File: config.mk
export PLATFORM = sky130hd
export DESIGN_NAME = hp_port_top
export DESIGN_NICKNAME = d
export VERILOG_FILES = /design/src/rtl/hp_pkg.sv /design/src/rtl/hp_ctrl.sv /design/src/rtl/hp_arb.sv /design/src/rtl/hp_capture.sv /design/src/rtl/hp_port_top.sv
export SDC_FILE = /design/constraint.sdc
export NUM_CORES = 1
export LEC_CHECK = 0
export BUFFER_PORTS_ARGS = -buffer_cell sky130_fd_sc_hd__buf_2
export CAP_MARGIN = 20
export CORE_ASPECT_RATIO = 0.9
export CORE_MARGIN = 1
export CORE_UTILIZATION = 56
export CTS_BUF_LIST = sky130_fd_sc_hd__clkbuf_8
export CTS_CLUSTER_DIAMETER = 80
export DETAILED_ROUTE_END_ITERATION = 8
export PLACE_DENSITY = 0.95
export SYNTH_ARGS = -nofsm -noshare
export SYNTH_HDL_FRONTEND = slang
export SYNTH_SLANG_ARGS = --single-unit
File: constraint.sdc
create_clock -name clk -period 4.4 [get_ports clk]
set_input_delay 1.1 -clock clk [delete_from_list [all_inputs] [get_ports clk]]
set_output_delay 1.1 -clock clk [all_outputs]
set_load 0.01 [all_outputs]
File: src/rtl/hp_pkg.sv
package hp_pkg;

  // Handshake sequencer states
  typedef enum logic [2:0] {
    ST_IDLE  = 3'd0,  // waiting for a first low strobe sample
    ST_LOW1  = 3'd1,  // one low sample seen
    ST_WAIT  = 3'd2,  // selected, deferred behind the engine
    ST_XFER  = 3'd3,  // enable low, counting to ready
    ST_READY = 3'd4,  // ready low, waiting for strobe release
    ST_SKIP  = 3'd5   // not selected, waiting for strobe release
  } hp_state_e;

endpackage

File: src/rtl/hp_ctrl.sv
module hp_ctrl
  import hp_pkg::*;
#(
  parameter int RDY_LAT = 3
) (
  input  logic clk,
  input  logic rst_n,
  input  logic strb_n,
  input  logic sel_n,
  input  logic eng_busy,
  output logic ioen_n,
  output logic rdy_n,
  output logic commit,
  output logic own_next
);

  localparam int CW = $clog2(RDY_LAT + 1);
  localparam logic [CW-1:0] LAST = CW'(RDY_LAT - 1);

  hp_state_e st_q, st_d;
  logic [CW-1:0] cnt_q, cnt_d;
  logic cnt_en;

  always_comb begin
    st_d   = st_q;
    cnt_d  = cnt_q;
    cnt_en = 1'b0;
    unique case (st_q)
      ST_IDLE: if (!strb_n) st_d = ST_LOW1;
      ST_LOW1: begin
        if (strb_n)        st_d = ST_IDLE;
        else if (sel_n)    st_d = ST_SKIP;
        else if (eng_busy) st_d = ST_WAIT;
        else begin
          st_d   = ST_XFER;
          cnt_d  = '0;
          cnt_en = 1'b1;
        end
      end
      ST_WAIT: begin
        if (strb_n) st_d = ST_IDLE;
        else if (!eng_busy) begin
          st_d   = ST_XFER;
          cnt_d  = '0;
          cnt_en = 1'b1;
        end
      end
      ST_XFER: begin
        if (strb_n)             st_d = ST_IDLE;
        else if (cnt_q == LAST) st_d = ST_READY;
        else begin
          cnt_d  = cnt_q + 1'b1;
          cnt_en = 1'b1;
        end
      end
      ST_READY: if (strb_n) st_d = ST_IDLE;
      ST_SKIP:  if (strb_n) st_d = ST_IDLE;
      default:  st_d = ST_IDLE;
    endcase
  end

  always_ff @(posedge clk or negedge rst_n) begin
    if (!rst_n) begin
      st_q  <= ST_IDLE;
      cnt_q <= '0;
    end else begin
      st_q <= st_d;
      if (cnt_en) cnt_q <= cnt_d;
    end
  end

  assign ioen_n   = !(st_q == ST_XFER || st_q == ST_READY);
  assign rdy_n    = !(st_q == ST_READY);
  assign commit   = (st_q == ST_XFER) && !strb_n && (cnt_q == LAST);
  assign own_next = (st_d == ST_XFER) || (st_d == ST_READY);


  ioen_needs_strobe_chk: assert property (@(posedge clk) disable iff (!rst_n)
    $fell(ioen_n) |-> !$past(strb_n));


  ready_inside_enable_chk: assert property (@(posedge clk) disable iff (!rst_n)
    !rdy_n |-> !ioen_n);


  release_on_strobe_chk: assert property (@(posedge clk) disable iff (!rst_n)
    (strb_n && !ioen_n) |=> (ioen_n && rdy_n));

endmodule

File: src/rtl/hp_arb.sv
module hp_arb (
  input  logic clk,
  input  logic rst_n,
  input  logic eng_req,
  input  logic cpu_own_next,
  output logic eng_gnt
);

  logic gnt_d;

  always_comb gnt_d = eng_req && !cpu_own_next;

  always_ff @(posedge clk or negedge rst_n) begin
    if (!rst_n) eng_gnt <= 1'b0;
    else        eng_gnt <= gnt_d;
  end


  grant_follows_request_chk: assert property (@(posedge clk) disable iff (!rst_n)
    eng_gnt |-> $past(eng_req));

endmodule

File: src/rtl/hp_capture.sv
module hp_capture #(
  parameter int AW = 14,
  parameter int DW = 16
) (
  input  logic          clk,
  input  logic          rst_n,
  input  logic          ioen_n,
  input  logic [AW-1:0] addr_in,
  input  logic [DW-1:0] data_in,
  input  logic          mem_in,
  input  logic          rw_in,
  output logic [AW-1:0] addr_eff,
  output logic [DW-1:0] data_eff,
  output logic          mem_eff,
  output logic          rw_eff
);

  logic          a_lock_q, a_lock_d, a_cap;
  logic [AW-1:0] a_q;
  logic [DW-1:0] d_q;
  logic          c_lock_q, c_lock_d, c_cap;
  logic          mem_q, rw_q;

  always_comb begin
    a_lock_d = !ioen_n;
    a_cap    = !ioen_n && !a_lock_q;
    c_lock_d = !ioen_n;
    c_cap    = !ioen_n && !c_lock_q;
  end

  // address and data: first rising edge after the enable falls
  always_ff @(posedge clk or negedge rst_n) begin
    if (!rst_n) begin
      a_lock_q <= 1'b0;
      a_q      <= '0;
      d_q      <= '0;
    end else begin
      a_lock_q <= a_lock_d;
      if (a_cap) begin
        a_q <= addr_in;
        d_q <= data_in;
      end
    end
  end

  // control lines: first falling edge after the enable falls
  always_ff @(negedge clk or negedge rst_n) begin
    if (!rst_n) begin
      c_lock_q <= 1'b0;
      mem_q    <= 1'b0;
      rw_q     <= 1'b0;
    end else begin
      c_lock_q <= c_lock_d;
      if (c_cap) begin
        mem_q <= mem_in;
        rw_q  <= rw_in;
      end
    end
  end

  assign addr_eff = a_lock_q ? a_q   : addr_in;
  assign data_eff = a_lock_q ? d_q   : data_in;
  assign mem_eff  = c_lock_q ? mem_q : mem_in;
  assign rw_eff   = c_lock_q ? rw_q  : rw_in;


  addr_held_chk: assert property (@(posedge clk) disable iff (!rst_n)
    (a_lock_q && $past(a_lock_q)) |-> ($stable(addr_eff) && $stable(data_eff)));


  ctl_held_chk: assert property (@(posedge clk) disable iff (!rst_n)
    (c_lock_q && $past(c_lock_q)) |-> ($stable(mem_eff) && $stable(rw_eff)));

endmodule

File: src/rtl/hp_port_top.sv
module hp_port_top #(
  parameter int RAM_AW  = 14,
  parameter int REG_AW  = 5,
  parameter int DW      = 16,
  parameter int RDY_LAT = 3
) (
  input  logic              clk,
  input  logic              rst_n,
  input  logic              strb_n,
  input  logic              sel_n,
  input  logic              mem_sel,
  input  logic              rd_wr,
  input  logic              rw_pol,
  input  logic [RAM_AW-1:0] addr,
  input  logic [DW-1:0]     wdata,
  output logic              ioen_n,
  output logic              rdy_n,
  output logic [DW-1:0]     rdata,
  input  logic              eng_req,
  output logic              eng_gnt,
  output logic              st_ram,
  output logic [RAM_AW-1:0] st_addr,
  output logic              st_we,
  output logic [DW-1:0]     st_wdata,
  input  logic [DW-1:0]     st_rdata
);

  localparam int PAD = RAM_AW - REG_AW;

  logic [1:0]        rs_q;
  logic              rst_i;
  logic              commit, own_next;
  logic [RAM_AW-1:0] addr_eff;
  logic              mem_eff, rw_eff, is_read;
  logic [DW-1:0]     rdata_q, rdata_d;
  logic              rcap;

  // asynchronous assert, synchronous release
  always_ff @(posedge clk or negedge rst_n) begin
    if (!rst_n) rs_q <= 2'b00;
    else        rs_q <= {rs_q[0], 1'b1};
  end
  assign rst_i = rs_q[1];

  hp_ctrl #(.RDY_LAT(RDY_LAT)) i_ctrl (
    .clk      (clk),
    .rst_n    (rst_i),
    .strb_n   (strb_n),
    .sel_n    (sel_n),
    .eng_busy (eng_gnt),
    .ioen_n   (ioen_n),
    .rdy_n    (rdy_n),
    .commit   (commit),
    .own_next (own_next)
  );

  hp_arb i_arb (
    .clk          (clk),
    .rst_n        (rst_i),
    .eng_req      (eng_req),
    .cpu_own_next (own_next),
    .eng_gnt      (eng_gnt)
  );

  hp_capture #(.AW(RAM_AW), .DW(DW)) i_cap (
    .clk      (clk),
    .rst_n    (rst_i),
    .ioen_n   (ioen_n),
    .addr_in  (addr),
    .data_in  (wdata),
    .mem_in   (mem_sel),
    .rw_in    (rd_wr),
    .addr_eff (addr_eff),
    .data_eff (st_wdata),
    .mem_eff  (mem_eff),
    .rw_eff   (rw_eff)
  );

  always_comb begin
    is_read = rw_pol ? rw_eff : !rw_eff;
    st_ram  = mem_eff;
    st_addr = mem_eff ? addr_eff : {{PAD{1'b0}}, addr_eff[REG_AW-1:0]};
    st_we   = commit && !is_read;
    rcap    = commit;
    rdata_d = is_read ? st_rdata : '0;
  end

  always_ff @(posedge clk or negedge rst_i) begin
    if (!rst_i) rdata_q <= '0;
    else if (rcap) rdata_q <= rdata_d;
  end

  assign rdata = rdy_n ? '0 : rdata_q;


  exclusive_owner_chk: assert property (@(posedge clk) disable iff (!rst_i)
    !(eng_gnt && !ioen_n));


  single_write_chk: assert property (@(posedge clk) disable iff (!rst_i)
    st_we |=> (!st_we && !rdy_n));


  write_under_enable_chk: assert property (@(posedge clk) disable iff (!rst_i)
    st_we |-> (!ioen_n && rdy_n));

endmodule

==> results.sh <==
export IMPL_ctsHtreeMaxLevel=3
export IMPL_fin_area_um2=3730
export IMPL_critPathMaxStageDelay_ns=0.46
export IMPL_die_area_um2=5690
export IMPL_worstMarginPinSlew_ns=0.908
export IMPL_arrival_ns=3.63
export IMPL_ant_nets=0
export IMPL_grt_pass1_vias=2166
export IMPL_outcome="finished with violations"
export IMPL_critical_path_depth=4
export IMPL_area_growth_syn_to_layout_pct=23.5
export IMPL_yosys_area_top_type="dfrtp_1"
export IMPL_r2r_cells=6
export IMPL_hold_violations=0
export IMPL_grt_max_degree=38
export IMPL_finalWirelength_um=6070
export IMPL_synth_fp_nets=300
export IMPL_peakVddDrop_mv=0.314
export IMPL_final_util=0.744
export IMPL_rows=24
export IMPL_clk_insertion_delay_late_ns=0.32
export IMPL_antennaDiodeCount=0
export IMPL_synth_area_per_cell_um2=12.3
export IMPL_ys_ff_latch=58
export IMPL_crit_path_top_delay_cell="dfrtn_1"
export IMPL_synth_flop_cell="dfrtp_1"
export IMPL_cts_root_buffer="clkbuf_8"
export IMPL_first_iter_violations=79
export IMPL_drtPass1Iterations=5
export IMPL_path_clk_slew_ns=0.06
export IMPL_cts_buffers=9
export IMPL_vias=2126
export IMPL_wl_per_cell_um=14.4
export IMPL_synth_top_area_frac=0.456
export IMPL_ys_async_sr_fraction=1.00
export IMPL_die_w_um=79.4
export IMPL_fin_tns_setup_ns=-2.91
export IMPL_setup_slack_ns=-0.327
export IMPL_synth_edf_count=0
export IMPL_vias_per_cell=5.05
export IMPL_maxCapViolCount=0
export IMPL_failed_checks="setup timing"
export IMPL_clockBufferDepth=2
export IMPL_gr_total_overflow=0
export IMPL_syn_area_um2=3020
export IMPL_path_buf_inv=1
export IMPL_synth_area_top_cells="dfrtp_1 (46%), mux2_4 (16%), mux2_2 (8.6%), nand2_1 (4.1%), mux2i_1 (3.6%)"
export IMPL_initial_core_util=0.602
export IMPL_synth_cell_types=33
export IMPL_path_class="reg2out"
export IMPL_layout_drive_gt1_share=0.531
export IMPL_io_buffers=104
export IMPL_yosysSeqAreaShare=0.481
export IMPL_path_cells="mux2i_2 -> xor2_2 -> nor2_4 -> buf_6"
export IMPL_cts_setup_buffers=0
export IMPL_hpwl_um=4470
export IMPL_yosysWarnings=0
export IMPL_ios=105
export IMPL_powerDensity_nw_per_um2=471
export IMPL_finalWeightedCongestion=0.832
export IMPL_synth_common_cells="dfrtp_1 (55), nand2_1 (33), mux2_4 (32), mux2_2 (23), and2_1 (17)"
export IMPL_required_ns=3.30
export IMPL_cts_tree="yes"
export IMPL_setup_viol=11
export IMPL_grt_setup_unrepaired="yes"
export IMPL_synth_most_common_cell="dfrtp_1"
export IMPL_core_area_um2=5010
export IMPL_cts_num_sinks=58
export IMPL_worstSetupStartpointType="register"
export IMPL_crit_fanout=3
export IMPL_die_h_um=71.7
export IMPL_nets=407
export IMPL_place_area_um2=3550
export IMPL_cp_top_family="flip-flops"
export IMPL_max_slew_margin=0.394
export IMPL_grt_antenna_before_repair=0
export IMPL_synthCells=245
export IMPL_grt_pass1_wl_um=9960
export IMPL_finalMaxSlewViolations=0
export IMPL_grtUsageTotal=0.236
export IMPL_p_leak_nw=1.89
export IMPL_cp_end_kind="primary output"
export IMPL_holdWs_ns=0.201
export IMPL_finClkSkew_ns=0.00655
export IMPL_min_path_type="reg2async"
export IMPL_drc=0
## through the flow
step	std cells	setup WS (ns)	power (mW)
after floorplan	245	-0.124	1.21
after global placement	406	-0.0211	1.31
after detailed placement	406	-0.0224	1.35
after CTS	421	-0.353	1.78
after global routing	421	-0.435	1.85
final	421	-0.327	1.76
## final timing paths
| kind | startpoint | endpoint | slack, ns |
|---|---|---|---|
| max in group asynchronous | rs_q[1] | i_cap.rw_q | 1.78 |
| worst min-delay path | rs_q[1] | rdata_q[15] | 0.20 |
| worst max register to register | i_ctrl.st_q[1] | i_cap.mem_q | 0.44 |
| min in group clk | rs_q[0] | rs_q[1] | 0.36 |
| worst min register to register | rs_q[1] | rdata_q[15] | 0.20 |
| worst max-delay path | i_cap.c_lock_q | st_we | -0.33 |
## power breakdown
part / internal (mW) / leakage (nW) / switching (mW)
Clock: 0.227 / 0.0961 / 0.188
Combinational: 0.337 / 1.07 / 0.193
Sequential: 0.694 / 0.732 / 0.117
Total: 1.26 / 1.89 / 0.499
## area by class of cell
type	count	area, um^2
fillers	361	1280
repair buffers	109	564
well taps	65	81.3
clock inverters	4	18.8
clock buffers	11	151
inverters	8	30.0
multi-input cells	166	1430
flip-flops and latches	58	1450
## timing repair
action                     CTS  global route
setup endpoints to repair   11            11
hold buffers                 0             0
gates resized for setup      1             0
pin swaps                    1             0
cloned                       0             0
## placed cells by master, fill, tap and decap left out, types with 2 or more instances in the layout
master    Yosys  layout
buf_4         1       5
o21ai_0      12      12
and2_1       17      17
inv_1         7       8
mux2_4       32      32
mux2i_1      11      10
clkinv_2      0       3
clkbuf_8      0      11
o21ai_1       4       4
nand2_1      33      33
mux2_2       23      23
dfrtn_1       3       3
buf_2         1     103
dfrtp_1      55      54
nand3b_1      2       2
nor2_1       16      15
nor2_8        2       2
## registers in the layout, indices dropped and copies added, names as in the netlist
name / count
rs_q: 2
i_cap.a_q: 14
i_arb.eng_gnt: 1
i_cap.mem_q: 1
i_cap.c_lock_q: 1
rdata_q: 16
i_cap.a_lock_q: 1
i_cap.d_q: 16
i_ctrl.st_q: 3
i_ctrl.cnt_q: 2
i_cap.rw_q: 1
## routing by layer
layer | GRT usage | share of wire | routed length, um
met1 | 0.273 | 0.42 | 2580
met2 | 0.415 | 0.53 | 3210
met3 | 0.0777 | 0.036 | 220
met4 | 0.0727 | 0.010 | 61
met5 | 0 | 0 | 0
## kinds of logic after synthesis
| kind of cell | after synthesis | share of synthesized area |
|---|---|---|
| AO/OA/AOI/OAI | 22 | 0.0485 |
| multiplexers | 66 | 0.281 |
| buffers and inverters | 21 | 0.0489 |
| AND/OR/NAND/NOR | 75 | 0.130 |
| XOR/XNOR | 1 | 0.00539 |
| other | 1 | 0.00124 |
| flip-flops | 58 | 0.481 |
| adder cells (fa/ha/maj) | 1 | 0.00414 |
Power figures use the tool's default switching activity.
